File: src/rtl/cardclk_pkg.sv
package cardclk_pkg;
  localparam int DIV_W = 10;
  localparam int WORD_W = 16;
  localparam int DIV_LO_W = 8;
  localparam int DIV_HI_W = DIV_W - DIV_LO_W;

  // Word bit positions
  localparam int B_INT_EN = 0;
  localparam int B_STABLE = 1;
  localparam int B_CARD_EN = 2;
  localparam int B_PLL = 3;
  localparam int B_DIV_HI = 6;
  localparam int B_DIV_LO = 8;

  // Strobes from the control side to the generator
  typedef struct packed {
    logic run;
    logic [DIV_W-1:0] div;
  } dpCtl_t;
endpackage

File: src/rtl/cardclk_ctrl.sv
module cardclk_ctrl
  import cardclk_pkg::*;
#(
  parameter int STABLE_CYCLES = 8
) (
  input  logic              clk,
  input  logic              rstN,
  input  logic              wrEn,
  input  logic [WORD_W-1:0] wrData,
  output logic [WORD_W-1:0] rdData,
  output logic              clkStable,
  output dpCtl_t            dpCtl
);
  localparam int CNT_W = (STABLE_CYCLES < 1) ? 1 : $clog2(STABLE_CYCLES + 1);

  logic intEn;
  logic cardEn;
  logic pllEn;
  logic [DIV_W-1:0] divReg;

  // Field register. Write data on bits 1 and 5:4 is dropped.
  always_ff @(posedge clk or negedge rstN) begin
    if (!rstN) begin
      intEn  <= 1'b0;
      cardEn <= 1'b0;
      pllEn  <= 1'b0;
      divReg <= '0;
    end else if (wrEn) begin
      intEn  <= wrData[B_INT_EN];
      cardEn <= wrData[B_CARD_EN];
      pllEn  <= wrData[B_PLL];
      divReg <= {wrData[B_DIV_HI +: DIV_HI_W], wrData[B_DIV_LO +: DIV_LO_W]};
    end
  end

  // Settle timer: chosen by the parameter
  generate
    if (STABLE_CYCLES == 0) begin : g_noSettle
      assign clkStable = intEn;
    end else begin : g_settle
      logic [CNT_W-1:0] stCnt;
      logic clearing;
      assign clearing = wrEn && !wrData[B_INT_EN];
      always_ff @(posedge clk or negedge rstN) begin
        if (!rstN) begin
          stCnt <= '0;
        end else if (clearing || !intEn) begin
          stCnt <= '0;
        end else if (stCnt != CNT_W'(STABLE_CYCLES)) begin
          stCnt <= stCnt + 1'b1;
        end
      end
      assign clkStable = (stCnt == CNT_W'(STABLE_CYCLES));
    end
  endgenerate

  always_comb begin
    rdData = '0;
    rdData[B_INT_EN] = intEn;
    rdData[B_STABLE] = clkStable;
    rdData[B_CARD_EN] = cardEn;
    rdData[B_PLL] = pllEn;
    rdData[B_DIV_HI +: DIV_HI_W] = divReg[DIV_W-1 -: DIV_HI_W];
    rdData[B_DIV_LO +: DIV_LO_W] = divReg[DIV_LO_W-1:0];
  end

  assign dpCtl.run = intEn & clkStable & cardEn;
  assign dpCtl.div = divReg;

  assert_stable_rise_R3: assert property (@(posedge clk) disable iff (!rstN)
    $rose(clkStable) |-> (intEn && $past(intEn)));

  assert_stable_fall_R4: assert property (@(posedge clk) disable iff (!rstN)
    $fell(intEn) |-> !clkStable);
endmodule

File: src/rtl/cardclk_dp.sv
module cardclk_dp
  import cardclk_pkg::*;
(
  input  logic   clk,
  input  logic   rstN,
  input  dpCtl_t dpCtl,
  output logic   cardLevel,
  output logic   cardTick
);
  logic running;
  logic phaseHi;
  logic [DIV_W-1:0] actDiv;
  logic [DIV_W-1:0] cnt;
  logic divZero;
  logic lastHalf;
  logic periodEnd;

  assign divZero   = (actDiv == '0);
  assign lastHalf  = (cnt == actDiv - 1'b1);
  assign periodEnd = divZero || (!phaseHi && lastHalf);

  always_ff @(posedge clk or negedge rstN) begin
    if (!rstN) begin
      running <= 1'b0;
      phaseHi <= 1'b1;
      actDiv  <= '0;
      cnt     <= '0;
    end else if (!dpCtl.run) begin
      running <= 1'b0;
      phaseHi <= 1'b1;
      cnt     <= '0;
    end else if (!running || periodEnd) begin
      // Start, or period boundary: the only point where the divider reloads
      running <= 1'b1;
      actDiv  <= dpCtl.div;
      phaseHi <= 1'b1;
      cnt     <= '0;
    end else if (lastHalf) begin
      phaseHi <= 1'b0;
      cnt     <= '0;
    end else begin
      cnt <= cnt + 1'b1;
    end
  end

  assign cardLevel = running && dpCtl.run && (divZero || phaseHi);
  assign cardTick  = running && dpCtl.run && (divZero || (phaseHi && cnt == '0));

  assert_stop_R7: assert property (@(posedge clk) disable iff (!rstN)
    !dpCtl.run |=> !running);

  assert_cnt_range_R8: assert property (@(posedge clk) disable iff (!rstN)
    (running && !divZero) |-> (cnt < actDiv));

  assert_div_hold_R10: assert property (@(posedge clk) disable iff (!rstN)
    (running && $past(running) && !$past(periodEnd)) |-> $stable(actDiv));

  assert_start_tick_R8: assert property (@(posedge clk) disable iff (!rstN)
    ($rose(running) && dpCtl.run) |-> cardTick);
endmodule

File: src/rtl/cardclk_divider.sv
module cardclk_divider
  import cardclk_pkg::*;
#(
  parameter int STABLE_CYCLES = 8
) (
  input  logic        clk,
  input  logic        rstN,
  input  logic        wrEn,
  input  logic [15:0] wrData,
  output logic [15:0] rdData,
  output logic        clkStable,
  output logic        cardLevel,
  output logic        cardTick
);
  dpCtl_t dpCtl;

  cardclk_ctrl #(.STABLE_CYCLES(STABLE_CYCLES)) u_ctrl (
    .clk(clk),
    .rstN(rstN),
    .wrEn(wrEn),
    .wrData(wrData),
    .rdData(rdData),
    .clkStable(clkStable),
    .dpCtl(dpCtl)
  );

  cardclk_dp u_dp (
    .clk(clk),
    .rstN(rstN),
    .dpCtl(dpCtl),
    .cardLevel(cardLevel),
    .cardTick(cardTick)
  );
endmodule

File: config.mk
export PLATFORM = sky130hd
export DESIGN_NAME = cardclk_divider
export DESIGN_NICKNAME = d
export VERILOG_FILES = /design/src/rtl/cardclk_pkg.sv /design/src/rtl/cardclk_ctrl.sv /design/src/rtl/cardclk_dp.sv /design/src/rtl/cardclk_divider.sv
export SDC_FILE = /design/constraint.sdc
export NUM_CORES = 1
export LEC_CHECK = 0
export ABC_AREA = 1
export BUFFER_PORTS_ARGS = -buffer_cell sky130_fd_sc_hd__clkbuf_2
export CORE_ASPECT_RATIO = 2
export CORE_MARGIN = 5
export CORE_UTILIZATION = 50
export CTS_BUF_LIST = sky130_fd_sc_hd__clkbuf_4
export CTS_CLUSTER_SIZE = 24
export DETAILED_ROUTE_END_ITERATION = 12
export PLACE_DENSITY_LB_ADDON = 0.1
export SYNTH_ARGS = -nofsm -noshare
export SYNTH_HDL_FRONTEND = slang
export SYNTH_HIERARCHICAL = 1
export SYNTH_SLANG_ARGS = --single-unit
export TNS_END_PERCENT = 50
File: constraint.sdc
create_clock -name clk -period 5.15 [get_ports clk]
set_input_delay 0.2575 -clock clk [delete_from_list [all_inputs] [get_ports clk]]
set_output_delay 0.2575 -clock clk [all_outputs]
set_load 0.02 [all_outputs]
### After elaboration in Yosys (flattened, before gate mapping)

Index checks and enable logic that the tools add are counted.

| storage, ports and cells | value |
|---|---|
| register bits | 39 |
| input port bits | 19 |

| cells by class | value |
|---|---|
| reductions and logical operators | 19 |
| add/subtract/negate cells | 3 |
| equal/unequal tests | 5 |
| mux-type cells | 10 |
| bitwise logic cells | 2 |

Operator list:

| kind | count |
|---|---|
| 10-bit two-way mux | 3 |
| 10-bit logical NOT | 2 |
| 10-bit by 1-bit adder with 10-bit output (second input constant) | 1 |
| 10-bit equality test | 1 |
| 10-bit by 1-bit subtractor with 10-bit output (second input constant) | 1 |
| 4-bit two-way mux | 2 |
| 1-bit logical AND | 6 |
| 1-bit logical OR | 5 |
| 1-bit two-way mux | 5 |
| 4-bit by 1-bit adder with 4-bit output (second input constant) | 1 |
| 4-bit equality test (second input constant) | 1 |
| 1-bit logical NOT | 4 |
| 4-bit != test (second input constant) | 1 |
| 3-bit != test (second input constant) | 1 |
| 1-bit AND | 2 |
| 2-bit != test (second input constant) | 1 |
| 2-bit AND reduction | 1 |
| 2-bit nonzero test | 1 |

### Depth between registers and ports, before layout

| depth | value |
|---|---|
| depth after elaboration | 7 |
| depth in mapped cells | 15 |

### Hierarchy

Netlist, hierarchy kept.

Modules (own cells, without submodules):

| module | instances | cells an instance | area an instance (µm²) |
|---|---|---|---|
| cardclk_dp | 1 | 213 | 1537.7 |
| cardclk_ctrl | 1 | 100 | 864.6 |

### Worst setup path after synthesis

OpenSTA, ideal clock, no wires.

| path | value |
|---|---|
| path kind | reg2reg |
| start point | reg u_dp.actDiv[0] |
| end point | reg u_dp.cnt[0] |
| arrival time | 1.784 ns |
| cell stages (with the launch flop) | 12 |
| slack | 3.236 ns |
| library setup time | 0.130 ns |
| buffers on the path | 0 |
| cells stage by stage | dfrtp_1 -> inv_1 -> ha_1 -> inv_1 -> nand2_1 -> nand2_1 -> nor2_1 -> or2_2 -> nor3_1 -> nand3_1 -> nand2_1 -> nor3_1 |

| between the ends | value |
|---|---|
| longest elaborated chain between the ends | 7 |

RTL lines:

| item | RTL line | text |
|---|---|---|
| start, declared | cardclk_dp.sv:12 | `logic [DIV_W-1:0] actDiv;` |
| start signal, assigned | cardclk_dp.sv:35 | `actDiv <= dpCtl.div;` |
| 10-bit by 1-bit subtractor with 10-bit output | cardclk_dp.sv:19 | `assign lastHalf = (cnt == actDiv - 1'b1);` |
| 10-bit equality test | cardclk_dp.sv:19 |  |
| 1-bit logical AND | cardclk_dp.sv:20 | `assign periodEnd = divZero \|\| (!phaseHi && lastHalf);` |
| 1-bit logical OR | cardclk_dp.sv:20 |  |
| 1-bit logical OR | cardclk_dp.sv:32 | `end else if (!running \|\| periodEnd) begin` |
| 10-bit two-way mux * | cardclk_dp.sv:32 |  |
| 10-bit two-way mux * | cardclk_dp.sv:28 | `end else if (!dpCtl.run) begin` |
| end signal, assigned | cardclk_dp.sv:42 | `cnt <= cnt + 1'b1;` |
| end, declared | cardclk_dp.sv:13 | `logic [DIV_W-1:0] cnt;` |

Every way passes the cells marked *; elsewhere a longest branch is shown, timed or not.
A chain may end at the register's enable or synchronous reset.

### Worst setup path in the final report

| path | value |
|---|---|
| start point | reg u_dp.actDiv[0] |
| end point | reg u_dp.actDiv[9] |

| between the ends | value |
|---|---|
| longest elaborated chain between the ends | 6 |

RTL lines:

| item | RTL line |
|---|---|
| 10-bit by 1-bit subtractor with 10-bit output | cardclk_dp.sv:19 |
| 10-bit equality test | cardclk_dp.sv:19 |
| 1-bit logical AND | cardclk_dp.sv:20 |
| 1-bit logical OR * | cardclk_dp.sv:20 |
| 1-bit logical OR * | cardclk_dp.sv:32 |
| 2-bit AND reduction (no line) * | - |

Marks and branches as above.

==> flow_summary.toml <==
[sta]
tightestPinTransition_ps = 969.6
rsz0062_at_grt = "false"
finalHoldViolCount = 0
timing.final.ws_setup_ps = 2545
period_needed_ps = 2605
fin_worst_skew_ps = 14.08
slew_headroom = 0.3536
fin_crit_sh = 0.5058
tns_ps = 0
finalSetupViolations = 0
clock.fmax_mhz = 383.9
slew_violations = 0

[floorplanning]
die_y_um = 108.0
rows = 35
design.core.area_sq_um = 4642
dieArea_sq_um = 6375
io_pins = 38
initial_core_util = 0.5175
die_x_um = 59.02

[setup_path]
cpMostUsedCell = "nand2_1"
cp-endpoint = "u_dp/actDiv[9]"
cp-start-kind = "flop"
reg2reg_slack_ps = 2550
cp_slowest_stage_delay_ps = 460
timing.rr.end = "u_dp/actDiv[9]"
crit_fanout = 21
crit_start = "u_dp/actDiv[0]"
cp_cell_sequence = "inv_1, ha_1, inv_1, nor2_2, nand3_1, nand2_1, nand2_1, nand2_1, nand2_1, nor2_1, nand4_2, nand2_2, nand2_2, nand2_1, nand2_1"
path_buf_inv = 2
end_kind = "flop"
cp.required_ps = 5370
critical-path-top-delay-family = "simple AND/OR/NAND/NOR gates"
cp.arrival_ps = 2830
cp_num_cells = 15
slowest_stage = "dfrtp_1"
rr_startpoint = "u_dp/actDiv[0]"
reg2reg_depth = 15
worst-setup-path-type = "flop to flop"

[clock_network]
cts_buffers = 5
cts.root.buffer_cell = "clkbuf_4"
clock-sinks = 39
cts_tree = "built"
clk_pin_slew_ps = 120
ctsResizeCount = 0
postCtsSetupBuffers = 0
htreeDepth = 2
worstSkewPairLatency_ps = 340
holdBufCountCts = 0
clockBufferDepth = 2

[logic_synthesis]
netlist_top_cells_area = "dfrtp_1, nand2_1, nand3_1"
synth_top_area_share = 0.3958
yosys-top-cells-count = "nand2_1, dfrtp_1, inv_1, nand3_1, nor2_1"
yosysWarnings = 6
yosysMostFrequentCell = "nand2_1"
synth_top_area_cell = "dfrtp_1"
synthArstFlopShare = 1.000
syn_area_sq_um = 2402
synthCells = 313
syn_avg_cell_area_sq_um = 7.675
ys.flop_type = "dfrtp_1"
synth-seq-cells = 39
synth_edf_count = 0
ys_types = 32
ys_seq_area_frac = 0.4068

[drt]
wl_per_cell_um = 13.17
vias = 1903
drt_iter0_drc = 49
vias_per_cell = 4.930
drt_first_pass_iters = 4
routed_wl_um = 5084
ant_nets = 0
drc = 0

[global_route]
antenna_found_initial = 0
grt_overflow = 0
grt_max_degree = 40
grt_pass1_wl_um = 8597
grt_pass1_vias = 1900
grt.total_usage = 0.1786

[pwr]
power.density_nw_per_um2 = 276.3
ir_worst_vdd_v = 0.0002264
p_leak_nw = 1.314

[place]
gp_congestion = 0.8442
place_ws_ps = 2572
portBuffers = 32
place_area_sq_um = 2454
post-dp-hpwl_um = 4051

[cells_and_area]
drive_gt1_frac = 0.1813
area_growth_pct = 4.063
antenna_cells = 0
final_cell_area_sq_um = 2500
finish.net_count = 355
final_core_util = 0.5385

[status]
outcome = "finished, final reports clean"

[job]
maxCapViolations = 0

[min_path]
hp-class = "input pin to async pin"
==> worst min path at each step <==
| stage | start | to |
|---|---|---|
| floorplan | rstN | u_ctrl/cardEn |
| global placement | rstN | u_dp/cnt[6] |
| detailed placement | rstN | u_dp/cnt[3] |
| CTS | rstN | u_dp/cnt[3] |
| global route | wrData[7] | u_ctrl/divReg[9] |
| finish | rstN | u_dp/cnt[3] |
==> layer usage <==
| layer | share of wire | GRT usage |
|---|---|---|
| met1 | 0.36 | 0.1806 |
| met5 | 0 | 0 |
| met4 | 0.044 | 0.1005 |
| met3 | 0.036 | 0.02151 |
| met2 | 0.56 | 0.3347 |
==> area by class of cell <==
cell class              count  area (sq um)
fillers                   479          2142
multi-input cells         221          1124
flip-flops and latches     39         977.2
repair buffers             33         167.7
inverters                  31         116.4
well taps                  55         68.82
clock buffers               5         37.54
clock inverters             2         8.758
==> logic make-up after synthesis <==
logic type | share of synthesized area
AND/OR/NAND/NOR | 0.3469
buffers and inverters | 0.1292
flip-flops | 0.4068
XOR/XNOR | 0.06511
AO/OA/AOI/OAI | 0.02448
adder cells (fa/ha/maj) | 0.02604
other | 0.001561
==> flip-flops by register name (all words and copies together) (netlist names) <==
name / cells
u_ctrl/cardEn: 1
u_ctrl/divReg: 10
u_ctrl/g_settle.stCnt: 4
u_ctrl/intEn: 1
u_ctrl/pllEn: 1
u_dp/actDiv: 10
u_dp/cnt: 10
u_dp/phaseHi: 1
u_dp/running: 1
==> through the flow <==
stage                     hold slack (ps)  std cells  power, mW
after floorplan                    -38.09        314     0.5162
after global placement              451.3        379     0.5509
after detailed placement            455.3        379     0.5542
after CTS                           72.25        386     0.6998
after global routing                96.23        386     0.7428
final                               49.07        386     0.6908
==> layout by cell type, fill, tap and decap left out, drive strengths merged, types with 2 or more instances in the layout <==
cell and n:
a21oi 4, clkbuf 37, clkinv 2, conb 2, dfrtp 38, ha 5, inv 31, nand2 107
nand3 28, nand4 6, nor2 29, nor3 12, nor4 3, o21ai 4, or2 2, xnor2 7
xor2 10
==> power breakdown <==
| part | total, mW | leakage [nW] | internal (mW) | switching [mW] |
|---|---|---|---|---|
| combinational | 0.194 | 0.776 | 0.0707 | 0.124 |
| sequential | 0.352 | 0.510 | 0.327 | 0.0247 |
| clock | 0.144 | 0.0285 | 0.0485 | 0.0959 |
(Power assumes the default switching activity.)
